===== src/rtl/fcd_pkg.sv =====
package fcd_pkg;

    // Event source selection; encoding is part of the block's interface.
    typedef enum logic [1:0] {
        FCD_FREE      = 2'd0,
        FCD_GATE_HIGH = 2'd1,
        FCD_EDGE_RISE = 2'd2,
        FCD_EDGE_FALL = 2'd3
    } fcd_mode_e;

endpackage


===== src/rtl/fcd_pin_sync.sv =====
module fcd_pin_sync #(
    parameter int unsigned STAGES = 2
) (
    input  logic clk,
    input  logic rst_n,
    input  logic pin_i,
    output logic level_o,
    output logic rise_o,
    output logic fall_o
);

    typedef struct packed {
        logic [STAGES-1:0] chain;
        logic              last;
    } sync_st_t;

    sync_st_t st_d, st_q;
    logic [STAGES-1:0] chain_shift;

    generate
        if (STAGES == 1) begin : g_single
            assign chain_shift = pin_i;
        end else begin : g_multi
            assign chain_shift = {st_q.chain[STAGES-2:0], pin_i};
        end
    endgenerate

    always_comb begin
        st_d       = st_q;
        st_d.chain = chain_shift;
        st_d.last  = st_q.chain[STAGES-1];
    end

    always_ff @(posedge clk or negedge rst_n) begin
        if (!rst_n) begin
            st_q <= '0;
        end else begin
            st_q <= st_d;
        end
    end

    assign level_o = st_q.chain[STAGES-1];
    assign rise_o  = st_q.chain[STAGES-1] & ~st_q.last;
    assign fall_o  = ~st_q.chain[STAGES-1] & st_q.last;

endmodule


===== src/rtl/fcd_event_sel.sv =====
module fcd_event_sel
    import fcd_pkg::*;
(
    input  logic       en,
    input  logic [1:0] mode,
    input  logic       level_i,
    input  logic       rise_i,
    input  logic       fall_i,
    output logic       event_o
);

    always_comb begin
        event_o = 1'b0;
        if (en) begin
            case (fcd_mode_e'(mode))
                FCD_FREE:      event_o = 1'b1;
                FCD_GATE_HIGH: event_o = level_i;
                FCD_EDGE_RISE: event_o = rise_i;
                FCD_EDGE_FALL: event_o = fall_i;
                default:       event_o = 1'b0;
            endcase
        end
    end

endmodule


===== src/rtl/fcd_accum.sv =====
module fcd_accum #(
    parameter int unsigned INT_W  = 8,
    parameter int unsigned FRAC_W = 4
) (
    input  logic              clk,
    input  logic              rst_n,
    input  logic              en,
    input  logic              event_i,
    input  logic [INT_W-1:0]  div_int,
    input  logic [FRAC_W-1:0] div_frac,
    output logic              pulse_o
);

    // One extra bit so that a zero whole part can stand for 2**INT_W.
    localparam int unsigned ACC_W = INT_W + FRAC_W + 1;
    localparam int unsigned SUM_W = ACC_W + 1;
    localparam int unsigned STEP  = 1 << FRAC_W;

    typedef struct packed {
        logic [ACC_W-1:0] acc;
        logic             pulse;
    } acc_st_t;

    acc_st_t          st_d, st_q;
    logic [ACC_W-1:0] divisor;
    logic [SUM_W-1:0] sum;
    logic [SUM_W-1:0] wide_div;

    always_comb begin
        if (div_int == '0) begin
            divisor = {1'b1, {INT_W{1'b0}}, div_frac};
        end else begin
            divisor = {1'b0, div_int, div_frac};
        end
        wide_div = {1'b0, divisor};
        sum      = {1'b0, st_q.acc} + SUM_W'(STEP);

        st_d       = st_q;
        st_d.pulse = 1'b0;
        if (!en) begin
            st_d.acc = '0;
        end else if (event_i) begin
            if (sum >= wide_div) begin
                st_d.pulse = 1'b1;
                st_d.acc   = ACC_W'(sum - wide_div);
            end else begin
                st_d.acc   = ACC_W'(sum);
            end
        end
    end

    always_ff @(posedge clk or negedge rst_n) begin
        if (!rst_n) begin
            st_q <= '0;
        end else begin
            st_q <= st_d;
        end
    end

    assign pulse_o = st_q.pulse;

endmodule


===== src/rtl/frac_count_divider.sv =====
module frac_count_divider #(
    parameter int unsigned INT_W       = 8,
    parameter int unsigned FRAC_W      = 4,
    parameter int unsigned SYNC_STAGES = 2
) (
    input  logic              clk,
    input  logic              rst_n,
    input  logic              en,
    input  logic [1:0]        mode,
    input  logic [INT_W-1:0]  div_int,
    input  logic [FRAC_W-1:0] div_frac,
    input  logic              pin_in,
    output logic              cnt_en
);

    logic pin_level;
    logic pin_rise;
    logic pin_fall;
    logic qual_event;

    fcd_pin_sync #(
        .STAGES (SYNC_STAGES)
    ) sync_i (
        .clk     (clk),
        .rst_n   (rst_n),
        .pin_i   (pin_in),
        .level_o (pin_level),
        .rise_o  (pin_rise),
        .fall_o  (pin_fall)
    );

    fcd_event_sel sel_i (
        .en      (en),
        .mode    (mode),
        .level_i (pin_level),
        .rise_i  (pin_rise),
        .fall_i  (pin_fall),
        .event_o (qual_event)
    );

    fcd_accum #(
        .INT_W  (INT_W),
        .FRAC_W (FRAC_W)
    ) accum_i (
        .clk      (clk),
        .rst_n    (rst_n),
        .en       (en),
        .event_i  (qual_event),
        .div_int  (div_int),
        .div_frac (div_frac),
        .pulse_o  (cnt_en)
    );

endmodule


===== config.mk =====
export PLATFORM = sky130hd
export DESIGN_NAME = frac_count_divider
export DESIGN_NICKNAME = d
export VERILOG_FILES = /design/src/rtl/fcd_pkg.sv /design/src/rtl/fcd_pin_sync.sv /design/src/rtl/fcd_event_sel.sv /design/src/rtl/fcd_accum.sv /design/src/rtl/frac_count_divider.sv
export SDC_FILE = /design/constraint.sdc
export NUM_CORES = 1
export LEC_CHECK = 0
export BUFFER_PORTS_ARGS = -buffer_cell sky130_fd_sc_hd__buf_2
export CELL_PAD_IN_SITES_DETAIL_PLACEMENT = 1
export CELL_PAD_IN_SITES_GLOBAL_PLACEMENT = 2
export CORE_ASPECT_RATIO = 0.6
export CORE_UTILIZATION = 24
export DETAILED_ROUTE_END_ITERATION = 8
export PLACE_DENSITY_LB_ADDON = 0.12
export SYNTH_ARGS = -nofsm -noshare
export SYNTH_HDL_FRONTEND = slang
export SYNTH_SLANG_ARGS = --single-unit

===== constraint.sdc =====
create_clock -name clk -period 4.3 [get_ports clk]
set_input_delay 0.86 -clock clk [delete_from_list [all_inputs] [get_ports clk]]
set_output_delay 0.86 -clock clk [all_outputs]
set_load 0.005 [all_outputs]

* Yosys cells after proc, flatten, opt, wreduce, memory -nomap -nowiden
Cells that the tools add are included.
** Word-level totals
- Register bits after elaboration :: 17
- Bits in latches :: 0
- RAM bits :: 0
- ROM bits :: 0
- Output and inout port bits :: 1
- Memories :: 0
** Operators by class
- $add $sub $neg :: 2
- $mul :: 0
- Div/mod/pow operators :: 0
- Order comparisons :: 1
- Equality and inequality tests :: 4
- Shifts and indexed selects :: 0
- Muxes and demuxes :: 8
- Bitwise operators :: 4
- Reductions and logical operators :: 2
** Operators with widths (count)
- $mux W13 :: 3
- $add A13 B5 Y14 const B :: 1
- $ge A14 B13 Y1 :: 1
- $mux W14 :: 1
- $sub A13 B13 Y13 :: 1
- $logic_not A8 Y1 :: 1
- $eq A2 B2 Y1 const B :: 2
- $pmux W1 S4 :: 1
- $mux W1 :: 3
- $and A1 B1 Y1 :: 2
- $eq A2 B1 Y1 const B :: 1
- $logic_not A2 Y1 :: 1
- $ne A2 B1 Y1 const B :: 1
- $not A1 Y1 :: 2

* Depth between registers and ports, before layout
- Depth after elaboration :: 6
- Gate-level depth with buffers :: 12
- Depth with buffers taken out :: 10

* Cells and area by module
Synthesis repeated with hierarchy kept, for this count alone.
** Second synthesis, totals
- Cell total of the unflattened synthesis :: 212
- Area total of the unflattened synthesis :: 1745.4 um^2
** By module, submodules not included
- fcd_accum :: times used 1, cells an instance 203, area an instance 1616.6 um^2, sequential area each 350.3 um^2
- fcd_pin_sync :: times used 1, cells an instance 5, area an instance 90.1 um^2, sequential area each 75.1 um^2
- fcd_event_sel :: times used 1, cells an instance 4, area an instance 38.8 um^2, sequential area each 0.0 um^2

* Worst setup path after synthesis
Ideal clock, no wire load.
- Kind :: in2reg
- From :: input port div_frac[0]
- To :: register accum_i.st_q[7] in the netlist's numbering
- Library setup time :: 0.121 ns
- Data arrival time :: 2.709 ns
- Required time :: 4.179 ns
- Path slack :: 1.470 ns
- Stages on the path :: 10
- Cell sequence :: ha_1 -> inv_1 -> fa_1 -> a21o_1 -> a221oi_2 -> o22ai_1 -> or2_1 -> buf_4 -> a21oi_1 -> o21ai_1
** On the way
- Cells in the longest elaborated chain, start to end :: 5
- Elaborated cells on any way between the ends :: 6
** Ends and longest elaborated chain
- start, declared :: line frac_count_divider.sv:11 : input logic [FRAC_W-1:0] div_frac,
- $mux W13 (*) :: line fcd_accum.sv:30 : if (div_int == '0) begin
- $sub A13 B13 Y13 or $ge A14 B13 Y1 (tied branches) :: line fcd_accum.sv:45, fcd_accum.sv:43
- $mux W13 (*) :: line fcd_accum.sv:43 : if (sum >= wide_div) begin
- $mux W14 (*) :: line fcd_accum.sv:42 : end else if (event_i) begin
- $mux W13 (*) :: line fcd_accum.sv:40 : if (!en) begin
- end signal, assigned :: line fcd_accum.sv:56 : st_q <= st_d;
- end, declared :: line fcd_accum.sv:24 : acc_st_t st_d, st_q;
Mark *: on every way between the ends. The rest lies on a longest branch, timed or not. The select of a mux whose other input is x is not followed.
A chain may end at the register's enable or synchronous reset.

* Worst setup path in the final report
- From :: register accum_i.st_q[5] in the netlist's numbering
- To :: register accum_i.st_q[10] in the netlist's numbering
** On the way
- Cells in the longest elaborated chain, start to end :: 5
- Elaborated cells on any way between the ends :: 6
** Ends and longest elaborated chain
- $add A13 B5 Y14 (*) :: line fcd_accum.sv:36 : sum = {1'b0, st_q.acc} + SUM_W'(STEP);
- $sub A13 B13 Y13 or $ge A14 B13 Y1 (tied branches) :: line fcd_accum.sv:45, fcd_accum.sv:43
- $mux W13 (*) :: line fcd_accum.sv:43
- $mux W14 (*) :: line fcd_accum.sv:42
- $mux W13 (*) :: line fcd_accum.sv:40
Marks and branches as above.

==> results.yml <==
outcome:
  status: "complete, no violations"
sta:
  rsz0062_at_grt: "no"
  fin_hold_ws_ns: 0.354
  fin_crit_sh: 0.754
  layout_min_cycle_time_ns: 3.24
  setup_violations: 0
  drv_slew: 0
  setup_slack_ns: 1.06
  tns_ns: 0
  worstMarginPinSlew_ns: 0.524
  hold_viol: 0
  worst_clock_skew_ns: 0.00241
  slew_headroom: 0.648
  fmax_mhz: 309
clock_network:
  clk_latency_ns: 0.25
  postCtsHoldBufs: 0
  cts_tree: "yes"
  clkSinkCount: 17
  htree_num_levels: 1
  clk_pin_slew_worst_paths_ns: 0.07
  cts_made_buffers: 3
  cts_resized: 0
  clock-root-buffer: "clkbuf_8"
  clock_path_buffers: 2
  post_cts_buffers: 0
job:
  cap_violations: 0
drt:
  vias: 1465
  routedWlPerCell_um: 15.8
  antenna_left: 0
  drc: 0
  drt_iter0_drc: 32
  drt-total-wl_um: 4690
  dr.pass1.iters: 4
  viasPerCell: 4.95
layout:
  fin_area_um2: 1820
  final_cells: 296
  syn_to_final_growth_pct: 14.1
  fin_util: 0.290
  fin_nets: 246
  drive_above_1_share: 0.146
  insertedDiodeCount: 0
min_path:
  holdCritPathClass: "reg -> reg"
  whs_path_depth: 0
  min_to: "sync_i.level_o$_DFF_PN0_"
  min_from: "sync_i.chain_shift[1]$_DFF_PN0_"
global_routing:
  gr-usage-all-layers: 0.145
  grt_max_degree: 26
  antenna_found_initial: 0
  grt-ovfl-total: 0
  grt_pass1_wl_um: 7650
  grt_pass1_vias: 1482
place:
  hpwl_um: 3880
  gp_congestion: 0.760
  pre_cts_ws_ns: 0.832
  port_buffers: 18
  place_area_um2: 1780
  placed_cells_incl_taps: 292
synth:
  synth_cells: 194
  synthFlopType: "dfrtp_1"
  yosys-top-cells-count: "inv_1, dfrtp_1, nand2_1, a21oi_1, ha_1"
  ys_seq_area_frac: 0.266
  async_flop_share: 1.00
  synth_edf_count: 0
  yosysUniqueCellTypes: 46
  yosys-top-cells-area: "dfrtp_1, ha_1, xnor2_1, inv_1, a21oi_1"
  yosysMostFrequentCell: "inv_1"
  ys_seq_elements: 17
  syn_area_um2: 1600
  synth_top_cell_by_area: "dfrtp_1"
  ys.warnings.count: 0
  synth_top_area_share: 0.266
  synth_nets: 227
  postSynthAreaPerCell_um2: 8.24
floorplanning:
  die_h_um: 65.2
  core_um2: 6280
  pin_count: 19
  fp.dieW_um: 107
  dieArea_um2: 7000
  core.rowCount: 22
  start_util: 0.255
worst_setup_path:
  cp.arrival_ns: 3.42
  r2r_start: "accum_i.st_q[5]$_DFFE_PN0P_"
  reg2reg_slack_ns: 1.06
  required_ns: 4.48
  slowest_stage: "or4b_1"
  end_kind: "register"
  path_cells: "ha_1, nand3_1, xnor2_1, ha_1, nand4_1, or4b_1, nand3_2, or2_1, nand3_1, a31oi_1"
  criticalPathCategory: "reg -> reg"
  slowest_delay_ns: 0.55
  critPathLaunchType: "register"
  cp_max_fo: 10
  reg2reg_to: "accum_i.st_q[10]$_DFFE_PN0P_"
  r2r.worst_path.cells: 10
pwr:
  combPwrFrac: 0.499
  power_frac_seq: 0.312
  internal_power_uw: 369
  power.density_nw_per_um2: 354
  ir_worst_vdd_mv: 0.101
  p_sw_frac: 0.428
  clkPwrFrac: 0.189
  power_uw: 645
  leakage_nw: 0.881
  p_switching_uw: 276
[worst max path at each step]
stage / startpoint / end / depth (start not counted)
global placement: div_int[1] / accum_i.st_q[10]$_DFFE_PN0P_ / 10
finish: accum_i.st_q[5]$_DFFE_PN0P_ / accum_i.st_q[10]$_DFFE_PN0P_ / 10
CTS: accum_i.st_q[7]$_DFFE_PN0P_ / accum_i.st_q[10]$_DFFE_PN0P_ / 10
detailed placement: div_int[1] / accum_i.st_q[10]$_DFFE_PN0P_ / 10
global route: accum_i.st_q[6]$_DFFE_PN0P_ / accum_i.st_q[10]$_DFFE_PN0P_ / 10
floorplan: div_frac[0] / accum_i.st_q[7]$_DFFE_PN0P_ / 10
[cells in the final DEF (no fill, tap or decap), drive strengths merged, types with 2 or more instances in the layout]
cell | Yosys | routed
mux2i | 2 | 2
xor2 | 7 | 7
a21oi | 14 | 14
or2 | 4 | 4
clkbuf | 3 | 3
a21o | 7 | 7
nor2 | 10 | 10
o21a | 3 | 3
inv | 20 | 20
ha | 14 | 14
nor4 | 2 | 2
nand2 | 16 | 16
buf | 2 | 19
o21ai | 14 | 14
nand4 | 6 | 6
o221ai | 2 | 2
a41oi | 3 | 3
dfrtp | 17 | 17
xnor2 | 9 | 9
and3 | 3 | 3
and2 | 2 | 2
nand3 | 12 | 12
a31oi | 5 | 5
a211oi | 2 | 2
[metal layers]
metal	vias to the layer above	wire, um	GRT usage
met3	5	145	0.00992
li1	742	-	-
met4	0	63	0.0462
met5	-	0	0
met1	691	2770	0.235
met2	27	1710	0.197
[critical path, delay by kind of cell, from the launching register on]
family / cells / cell delay (ns)
DFF: 1 / 0.40
AOI/OAI and AO/OA: 1 / 0.20
xor gates and xnor gates: 1 / 0.37
and+or+nand+nor: 6 / 1.54
adders and majority gates: 2 / 0.64
[registers in the layout, summed over array words and instances, names as in the netlist]
signal and flops:
sync_i.st_q 1, accum_i.st_q 13, accum_i.pulse_o 1, sync_i.level_o 1, sync_i.chain_shift 1
[area by class of cell]
| type | instances | area (um^2) |
|---|---|---|
| fillers | 776 | 4450 |
| clock buffers | 3 | 41.3 |
| inverters | 20 | 75.1 |
| repair buffers | 19 | 97.6 |
| multi-input cells | 152 | 1070 |
| well taps | 84 | 105 |
| flip-flops and latches | 17 | 425 |
| clock inverters | 1 | 5.00 |
[kinds of logic (layout without fill, tap and decap cells)]
| group | Yosys count | count (layout) | synth area share |
|---|---|---|---|
| mux | 2 | 2 | 0.0125 |
| fa+ha+maj | 15 | 15 | 0.122 |
| buf+inv | 25 | 43 | 0.0619 |
| simple gates | 62 | 62 | 0.211 |
| xor+xnor | 16 | 16 | 0.0877 |
| flops | 17 | 17 | 0.266 |
| compound gates | 57 | 57 | 0.239 |
[power groups by stage]
stage	sequential (mW)	clock, mW	combinational [mW]
2_1_floorplan	0.194	0	0.238
3_3_place_gp	0.204	0	0.325
3_5_place_dp	0.204	0	0.323
4_1_cts	0.201	0.127	0.325
5_1_grt	0.204	0.130	0.363
6_report	0.201	0.122	0.322
(Power assumes the default switching activity.)
